## config.mk

```make
export PLATFORM = sky130hd
export DESIGN_NAME = burst_addr_seq
export DESIGN_NICKNAME = d
export VERILOG_FILES = /design/src/rtl/bas_pkg.sv /design/src/rtl/bas_ctrl.sv /design/src/rtl/bas_beat_cnt.sv /design/src/rtl/bas_start_reg.sv /design/src/rtl/bas_order.sv /design/src/rtl/burst_addr_seq.sv
export SDC_FILE = /design/constraint.sdc
export NUM_CORES = 1
export LEC_CHECK = 0
export BUFFER_PORTS_ARGS = -buffer_cell sky130_fd_sc_hd__buf_2
export CORE_MARGIN = 3
export CORE_UTILIZATION = 45
export CTS_CLUSTER_SIZE = 30
export DETAILED_ROUTE_END_ITERATION = 10
export MAX_ROUTING_LAYER = met4
export PLACE_DENSITY = 0.77
export SLEW_MARGIN = 10
export SYNTH_ARGS = -nofsm -noshare
export SYNTH_HDL_FRONTEND = slang
export SYNTH_HIERARCHICAL = 1
export SYNTH_SLANG_ARGS = --single-unit
```

## constraint.sdc

```tcl
create_clock -name clk -period 1.4 [get_ports clk]
set_input_delay 0.07 -clock clk [delete_from_list [all_inputs] [get_ports clk]]
set_output_delay 0.07 -clock clk [all_outputs]
set_load 0.02 [all_outputs]
```

## src/rtl/bas_pkg.sv

```systemverilog
package bas_pkg;

  localparam int BEAT_W   = 2;
  localparam int BEATS    = 1 << BEAT_W;

  typedef logic [BEAT_W-1:0] beat_t;

  typedef enum logic {
    ORD_LINEAR     = 1'b0,
    ORD_INTERLEAVE = 1'b1
  } order_e;

  // linear order: start plus beat number, wrapping at the burst length
  function automatic beat_t beat_linear(beat_t start, beat_t n);
    return beat_t'(start + n);
  endfunction

  // interleaved order: bitwise exclusive-or of start and beat number
  function automatic beat_t beat_interleave(beat_t start, beat_t n);
    beat_t r;
    for (int i = 0; i < BEAT_W; i++) r[i] = start[i] ^ n[i];
    return r;
  endfunction

  function automatic beat_t beat_map(order_e ord, beat_t start, beat_t n);
    return (ord == ORD_INTERLEAVE) ? beat_interleave(start, n) : beat_linear(start, n);
  endfunction

  function automatic beat_t beat_next(beat_t n);
    return beat_t'(n + 1'b1);
  endfunction

endpackage

```

## src/rtl/bas_ctrl.sv

```systemverilog
module bas_ctrl (
  input  logic clk,
  input  logic rst_n,
  input  logic clk_en,
  input  logic advance,
  input  logic deselect,
  output logic load_evt,
  output logic adv_evt,
  output logic drop_evt,
  output logic active
);

  logic active_q;

  assign drop_evt = clk_en &  deselect;
  assign load_evt = clk_en & ~deselect & ~advance;
  assign adv_evt  = clk_en & ~deselect &  advance & active_q;
  assign active   = active_q;

  always_ff @(posedge clk or negedge rst_n) begin
    if (!rst_n)        active_q <= 1'b0;
    else if (drop_evt) active_q <= 1'b0;
    else if (load_evt) active_q <= 1'b1;
  end

  assert_events_exclusive_R8: assert property (@(posedge clk) disable iff (!rst_n)
    $onehot0({load_evt, adv_evt, drop_evt}));

  assert_drop_closes_R8: assert property (@(posedge clk) disable iff (!rst_n)
    drop_evt |=> !active);

  assert_open_only_by_load_R8: assert property (@(posedge clk) disable iff (!rst_n)
    (!active && !load_evt) |=> !active);

  assert_load_opens_R2: assert property (@(posedge clk) disable iff (!rst_n)
    load_evt |=> active);

endmodule

```

## src/rtl/bas_beat_cnt.sv

```systemverilog
module bas_beat_cnt
  import bas_pkg::*;
(
  input  logic  clk,
  input  logic  rst_n,
  input  logic  load_evt,
  input  logic  adv_evt,
  output beat_t cnt,
  output logic  wrap_evt
);

  beat_t cnt_q;

  assign cnt      = cnt_q;
  assign wrap_evt = adv_evt && (cnt_q == beat_t'(BEATS - 1));

  always_ff @(posedge clk or negedge rst_n) begin
    if (!rst_n)        cnt_q <= '0;
    else if (load_evt) cnt_q <= '0;
    else if (adv_evt)  cnt_q <= beat_next(cnt_q);
  end

  assert_cnt_idle_R7: assert property (@(posedge clk) disable iff (!rst_n)
    (!load_evt && !adv_evt) |=> $stable(cnt));

  assert_cnt_restart_R2: assert property (@(posedge clk) disable iff (!rst_n)
    load_evt |=> (cnt == '0));

endmodule

```

## src/rtl/bas_start_reg.sv

```systemverilog
module bas_start_reg #(
  parameter int ADDR_W = 18
) (
  input  logic              clk,
  input  logic              rst_n,
  input  logic              load_evt,
  input  logic [ADDR_W-1:0] addr_in,
  output logic [ADDR_W-1:0] start_q
);

  always_ff @(posedge clk or negedge rst_n) begin
    if (!rst_n)        start_q <= '0;
    else if (load_evt) start_q <= addr_in;
  end

  assert_start_kept_R6: assert property (@(posedge clk) disable iff (!rst_n)
    !load_evt |=> $stable(start_q));

endmodule

```

## src/rtl/bas_order.sv

```systemverilog
module bas_order
  import bas_pkg::*;
(
  input  logic  order_interleave,
  input  beat_t start_lo,
  input  beat_t cnt,
  output beat_t beat
);

  order_e ord;

  assign ord  = order_interleave ? ORD_INTERLEAVE : ORD_LINEAR;
  assign beat = beat_map(ord, start_lo, cnt);

  always_comb begin
    if (cnt == '0) assert_beat0_is_start_R2: assert (beat == start_lo);
  end

endmodule

```

## src/rtl/burst_addr_seq.sv

```systemverilog
module burst_addr_seq
  import bas_pkg::*;
#(
  parameter int ADDR_W = 18
) (
  input  logic              clk,
  input  logic              rst_n,
  input  logic              clk_en,
  input  logic              advance,
  input  logic              deselect,
  input  logic              order_interleave,
  input  logic [ADDR_W-1:0] addr_in,
  output logic [ADDR_W-1:0] addr_out
);

  localparam int UP_W = ADDR_W - BEAT_W;

  logic              load_evt;
  logic              adv_evt;
  logic              drop_evt;
  logic              active;
  logic              wrap_evt;
  beat_t             cnt;
  beat_t             beat;
  logic [ADDR_W-1:0] start_q;

  bas_ctrl u_ctrl (
    .clk      (clk),
    .rst_n    (rst_n),
    .clk_en   (clk_en),
    .advance  (advance),
    .deselect (deselect),
    .load_evt (load_evt),
    .adv_evt  (adv_evt),
    .drop_evt (drop_evt),
    .active   (active)
  );

  bas_beat_cnt u_cnt (
    .clk      (clk),
    .rst_n    (rst_n),
    .load_evt (load_evt),
    .adv_evt  (adv_evt),
    .cnt      (cnt),
    .wrap_evt (wrap_evt)
  );

  bas_start_reg #(.ADDR_W(ADDR_W)) u_start (
    .clk      (clk),
    .rst_n    (rst_n),
    .load_evt (load_evt),
    .addr_in  (addr_in),
    .start_q  (start_q)
  );

  bas_order u_order (
    .order_interleave (order_interleave),
    .start_lo         (start_q[BEAT_W-1:0]),
    .cnt              (cnt),
    .beat             (beat)
  );

  assign addr_out = {start_q[ADDR_W-1:BEAT_W], beat};

  assert_load_takes_addr_R2: assert property (@(posedge clk) disable iff (!rst_n)
    (clk_en && !deselect && !advance) |=> (addr_out == $past(addr_in)));

  assert_hold_when_gated_R7: assert property (@(posedge clk) disable iff (!rst_n)
    (!clk_en && $stable(order_interleave)) |=> $stable(addr_out));

  assert_deselect_holds_R8: assert property (@(posedge clk) disable iff (!rst_n)
    (clk_en && deselect && $stable(order_interleave)) |=> $stable(addr_out));

  assert_linear_step_R3: assert property (@(posedge clk) disable iff (!rst_n)
    (adv_evt && !order_interleave) |=>
      (order_interleave || addr_out[BEAT_W-1:0] == beat_next($past(addr_out[BEAT_W-1:0]))));

  assert_upper_fixed_R6: assert property (@(posedge clk) disable iff (!rst_n)
    adv_evt |=> (addr_out[ADDR_W-1:BEAT_W] == $past(addr_out[ADDR_W-1:BEAT_W])));

  assert_wrap_to_start_R5: assert property (@(posedge clk) disable iff (!rst_n)
    wrap_evt |=> (addr_out == start_q));

  assert_width_ok: assert property (@(posedge clk) disable iff (!rst_n)
    (UP_W > 0) || !active);

endmodule

```

==> results.toml, run 1 <==
[min_path]
min_path_type = "input pin to flop"
whs_path_depth = 2

[timing]
fin_crit_ns = 1.35
rsz0062_at_grt = "yes"
layout_setup_ws_ns = 0.0514
max_freq_mhz = 741
fin_skew_ns = 0.00228
setup_viol = 0
worst_pin_slew_ns = 0.457
fin_crit_sh = 0.963
hold_viol_final = 0
finalMaxSlewViolations = 0
whs_ns = 0.00579
maxSlewHeadroom = 0.695

[place]
preCtsSetupSlack_ns = 0.253
dpl.hpwl_um = 1300
io_buffers = 41
gp_congestion = 0.711

[finish]
nets = 136
syn_to_final_growth_pct = 39.0
drive_above_1_share = 0.651
fillers = 139
multi_input_area_um2 = 373
n_antenna_cell = 0
seqCellArea_um2 = 526
layout_common_cells = "40 x buf_2, 21 x dfrtp_1, 10 x mux2_4"
final_common_cell = "buf_2"

[die]
ios = 42
start_util = 0.504
rows = 15
dieArea_um2 = 2620
core_um2 = 1820
die_h_um = 51.2
die_x_um = 51.2

[worst_setup_path]
cpPeakStageDelay_ns = 0.40
arrival_ns = 1.28
crit_fanout = 2
cp_slowest_cell = "dfrtp_1"
reg2reg_depth = 4
cp.buffers_inverters = 1
end_kind = "output port"
critPathTopFamily = "flip-flops"
critPathKind = "flop to output port"
path_depth = 4
startpoint_type = "flop"
crit_chain = "ha_2 -> nor2b_4 -> xnor2_1 -> buf_4"
required_ns = 1.33

[clock_tree]
numClockSinks = 21
clk_pin_slew_ns = 0.11
root_buffer = "clkbuf_4"
insertion_delay_ns = 0.29
numCtsBuffers = 3
clockBufferDepth = 2
htree_num_levels = 1
cts_tree = "done"

[routing]
firstDrtPassIters = 4
via_per_inst = 4.64
drt.antenna.violating_nets = 0
wirelength_um = 1770
drcViolationCount = 0
wl_per_cell_um = 13.2
vias = 622
drt_iter0_drc = 6

[global_route]
grt_use_met1 = 0.179
use_met2 = 0.262
grt_pass1_wl_um = 2850
grt_max_degree = 22
grt-busiest-layer = "met2"
gr-usage-met3 = 0.0204
grt.overflow.total = 0
grt_usage = 0.149
grt_pass1_vias = 635
antenna_found_initial = 0

[synth]
syn_avg_cell_area_um2 = 16.4
syn_nets = 82
netlist_instances = 56
yosysWarnings = 6
synth_area_um2 = 918

[pwr]
ir_worst_vdd_mv = 0.915
p_leak_nw = 0.635
powerDensity_nw_per_um2 = 1270
power_mw = 1.63

[status]
status = "finished, final reports clean"

[job]
cap_violations = 0
-- per-stage QoR --
stage                     TNS (ns)  area [µm²]   util  std cells
after floorplan                  0         918      -         56
after global placement           0        1150  0.631        121
after detailed placement         0        1150  0.631        121
after CTS                        0        1250  0.689        133
after global routing       -0.0331        1280  0.701        134
final                            0        1280  0.701        134
-- cell type report --
class,instances,area share
clock buffers,3,0.0176
repair buffers,51,0.247
flip-flops and latches,21,0.412
inverters,1,0.00294
clock inverters,1,0.00392
multi-input cells,32,0.292
well taps,25,0.0245
-- routing by layer --
metal | routed length, µm | share of wire | vias up
met5 | 0 | 0 | -
li1 | - | - | 298
met2 | 985 | 0.56 | 16
met3 | 84 | 0.047 | 2
met4 | 6 | 0.0034 | 0
met1 | 693 | 0.39 | 306
-- worst paths after layout --
path	start	end	slack (ns)
min in group asynchronous	rst_n	u_start/start_q[12]	0.25
max in group asynchronous	rst_n	u_ctrl/active	0.84
min reg2reg	u_start/start_q[13]	u_start/start_q[13]	0.52
max	u_start/start_q[0]	addr_out[1]	0.05
max reg2reg	u_cnt/cnt[0]	u_cnt/cnt[1]	0.26
min	addr_in[4]	u_start/start_q[4]	0.006
-- state kept, by name (all words and copies together), names as in the netlist --
register / count
u_ctrl/active: 1
u_cnt/cnt: 2
u_start/start_q: 18
-- repair_timing --
| item | in CTS | in global routing |
|---|---|---|
| endpoints found under the setup margin | 1 | 1 |
| hold buffers | 7 | 1 |
| gates cloned | 0 | 0 |
| resized for setup | 0 | 4 |
| hold endpoints to repair | 27 | 1 |
| setup buffers | 1 | 0 |
| pin swaps | 0 | 2 |
-- where the power goes --
part	leakage (nW)	internal (mW)	switching (mW)	total, mW
Sequential	0.252	0.720	0.0625	0.783
Combinational	0.366	0.286	0.285	0.570
Clock	0.0177	0.106	0.166	0.272
No activity file was read; power rests on OpenSTA's default activity.
==> inputs of run 2 (changes only) <==
- CORE_ASPECT_RATIO: unset -> 0.9
==> results.toml, run 2 (same netlist as run 1, synthesis figures left out) <==
[status]
status = "finished, final reports clean"

[timing]
max_freq_mhz = 726
hold_viol_final = 0
fin_crit_ns = 1.38
setup_viol = 0
fin_crit_sh = 0.984
fin_skew_ns = 0.000142
maxSlewHeadroom = 0.703
finalSetupTns_ns = 0
finalMaxSlewViolations = 0
rsz0062_at_grt = "yes"
worst_pin_slew_ns = 0.446

[pwr]
ir_worst_vdd_mv = 0.781
p_leak_nw = 0.670
internal_power_mw = 1.12
pwr-share-clk = 0.170
switching_share = 0.322
pwr-share-comb = 0.356
powerDensity_nw_per_um2 = 1230
switchingPower_mw = 0.534
p_seq_frac = 0.473

[die]
ios = 42
start_util = 0.509
die_x_um = 53.6
die_h_um = 48.9
dieArea_um2 = 2620
core_um2 = 1800
rows = 14

[clock_tree]
clockBufferDepth = 2
htree_num_levels = 1
insertion_delay_ns = 0.29
root_buffer = "clkbuf_4"
clk_pin_slew_ns = 0.11
numCtsBuffers = 3
numClockSinks = 21
cts_tree = "done"

[finish]
final_common_cell = "buf_2"
n_antenna_cell = 0
fin_area_um2 = 1340
drive_above_1_share = 0.602
layout_common_cells = "40 x buf_2, 21 x dfrtp_1, 16 x dlygate4sd3_1"
largest_register_ffs = 18
nets = 145
syn_to_final_growth_pct = 46.2
top_register = "u_start/start_q"

[routing]
drt.antenna.violating_nets = 0
wl_per_cell_um = 14.1
via_per_inst = 4.49
wirelength_um = 2000
firstDrtPassIters = 3
drcViolationCount = 0
vias = 638
drt_iter0_drc = 1

[worst_setup_path]
required_ns = 1.33
arrival_ns = 1.31
worst_r2r_startpoint = "u_cnt/cnt[0]"
startpoint = "u_cnt/cnt[0]"
reg2reg_depth = 4
startpoint_type = "flop"
end_kind = "output port"
critPathKind = "flop to output port"
crit_fanout = 2

[min_path]
whs_path_depth = 2
hp-start = "addr_in[4]"
min_path_type = "input pin to flop"

[global_route]
grt_pass1_wl_um = 3150
grt_pass1_vias = 723
grt_usage = 0.171
grt.overflow.total = 0
grt_max_degree = 22
antenna_found_initial = 0

[place]
gp_congestion = 0.617
io_buffers = 41
dpl.hpwl_um = 1370
place_area_um2 = 1140

[job]
cap_violations = 0
## run 2: cell types whose count changed in the layout (fill, tap and decap cells not counted)
cell,change
nor2b_1,+1
buf_12,-1
nor2b_4,-1
dlygate4sd3_1,+8
buf_4,+2
## run 2: worst paths after layout
check	to	slack, ns
setup / recovery	addr_out[1]	0.02
hold / removal	u_start/start_q[4]	0.01
setup reg to reg	u_cnt/cnt[1]	0.23
hold reg to reg	u_start/start_q[5]	0.51
max in group asynchronous	u_start/start_q[5]	0.86
min in group asynchronous	u_start/start_q[12]	0.23
## run 2: power by group through the flow
stage               clock network (mW)  logic, mW  registers (mW)
global placement                     0      0.513           0.795
floorplan                            0      0.239           0.904
detailed placement                   0      0.529           0.801
CTS                              0.292      0.578           0.785
global route                     0.315      0.631           0.801
finish                           0.283      0.590           0.785
## run 2: per-layer routing
metal / global-route usage / routed length [µm] / vias up / part of all wire
met5: - / 0 / - / 0
met3: 0.0367 / 90 / 2 / 0.045
met2: 0.327 / 1190 / 17 / 0.59
met4: 0.0511 / 12 / 0 / 0.0060
met1: 0.163 / 709 / 304 / 0.35
li1: - / - / 315 / -
## run 2: critical path, cell delays in order, from the launching register on
cell and delay (ns):
dfrtp_1 0.40, ha_2 0.18, nor2b_1 0.13, xnor2_1 0.14
buf_4 0.16
## run 2: area by class of cell
class                           instances  area [µm²]
Sequential cell                        21         526
Tap cell                               24        30.0
Timing Repair Buffer                   60         390
Clock inverter                          1        5.00
Multi-Input combinational cell         32         365
Inverter                                1        3.75
Clock buffer                            3        22.5
Fill cell                             129         462
## run 2: stage by stage
stage / util / setup WS, ns / hold slack (ns) / cells / power (mW)
2_1_floorplan: - / 0.252 / -0.226 / 56 / 1.14
3_3_place_gp: 0.633 / 0.309 / 0.0388 / 121 / 1.31
3_5_place_dp: 0.633 / 0.293 / 0.0384 / 121 / 1.33
4_1_cts: 0.730 / 0.00803 / 0.00272 / 140 / 1.65
5_1_grt: 0.744 / -0.0533 / 0.00297 / 142 / 1.75
6_report: 0.744 / 0.0228 / 0.0133 / 142 / 1.66
## run 2: what timing repair did
| item | in CTS | in global routing |
|---|---|---|
| hold endpoints to repair | 34 | 2 |
| buffers inserted | 1 | 0 |
| setup endpoints to repair | 1 | 1 |
| hold buffers | 14 | 2 |
| gates resized for setup | 0 | 2 |
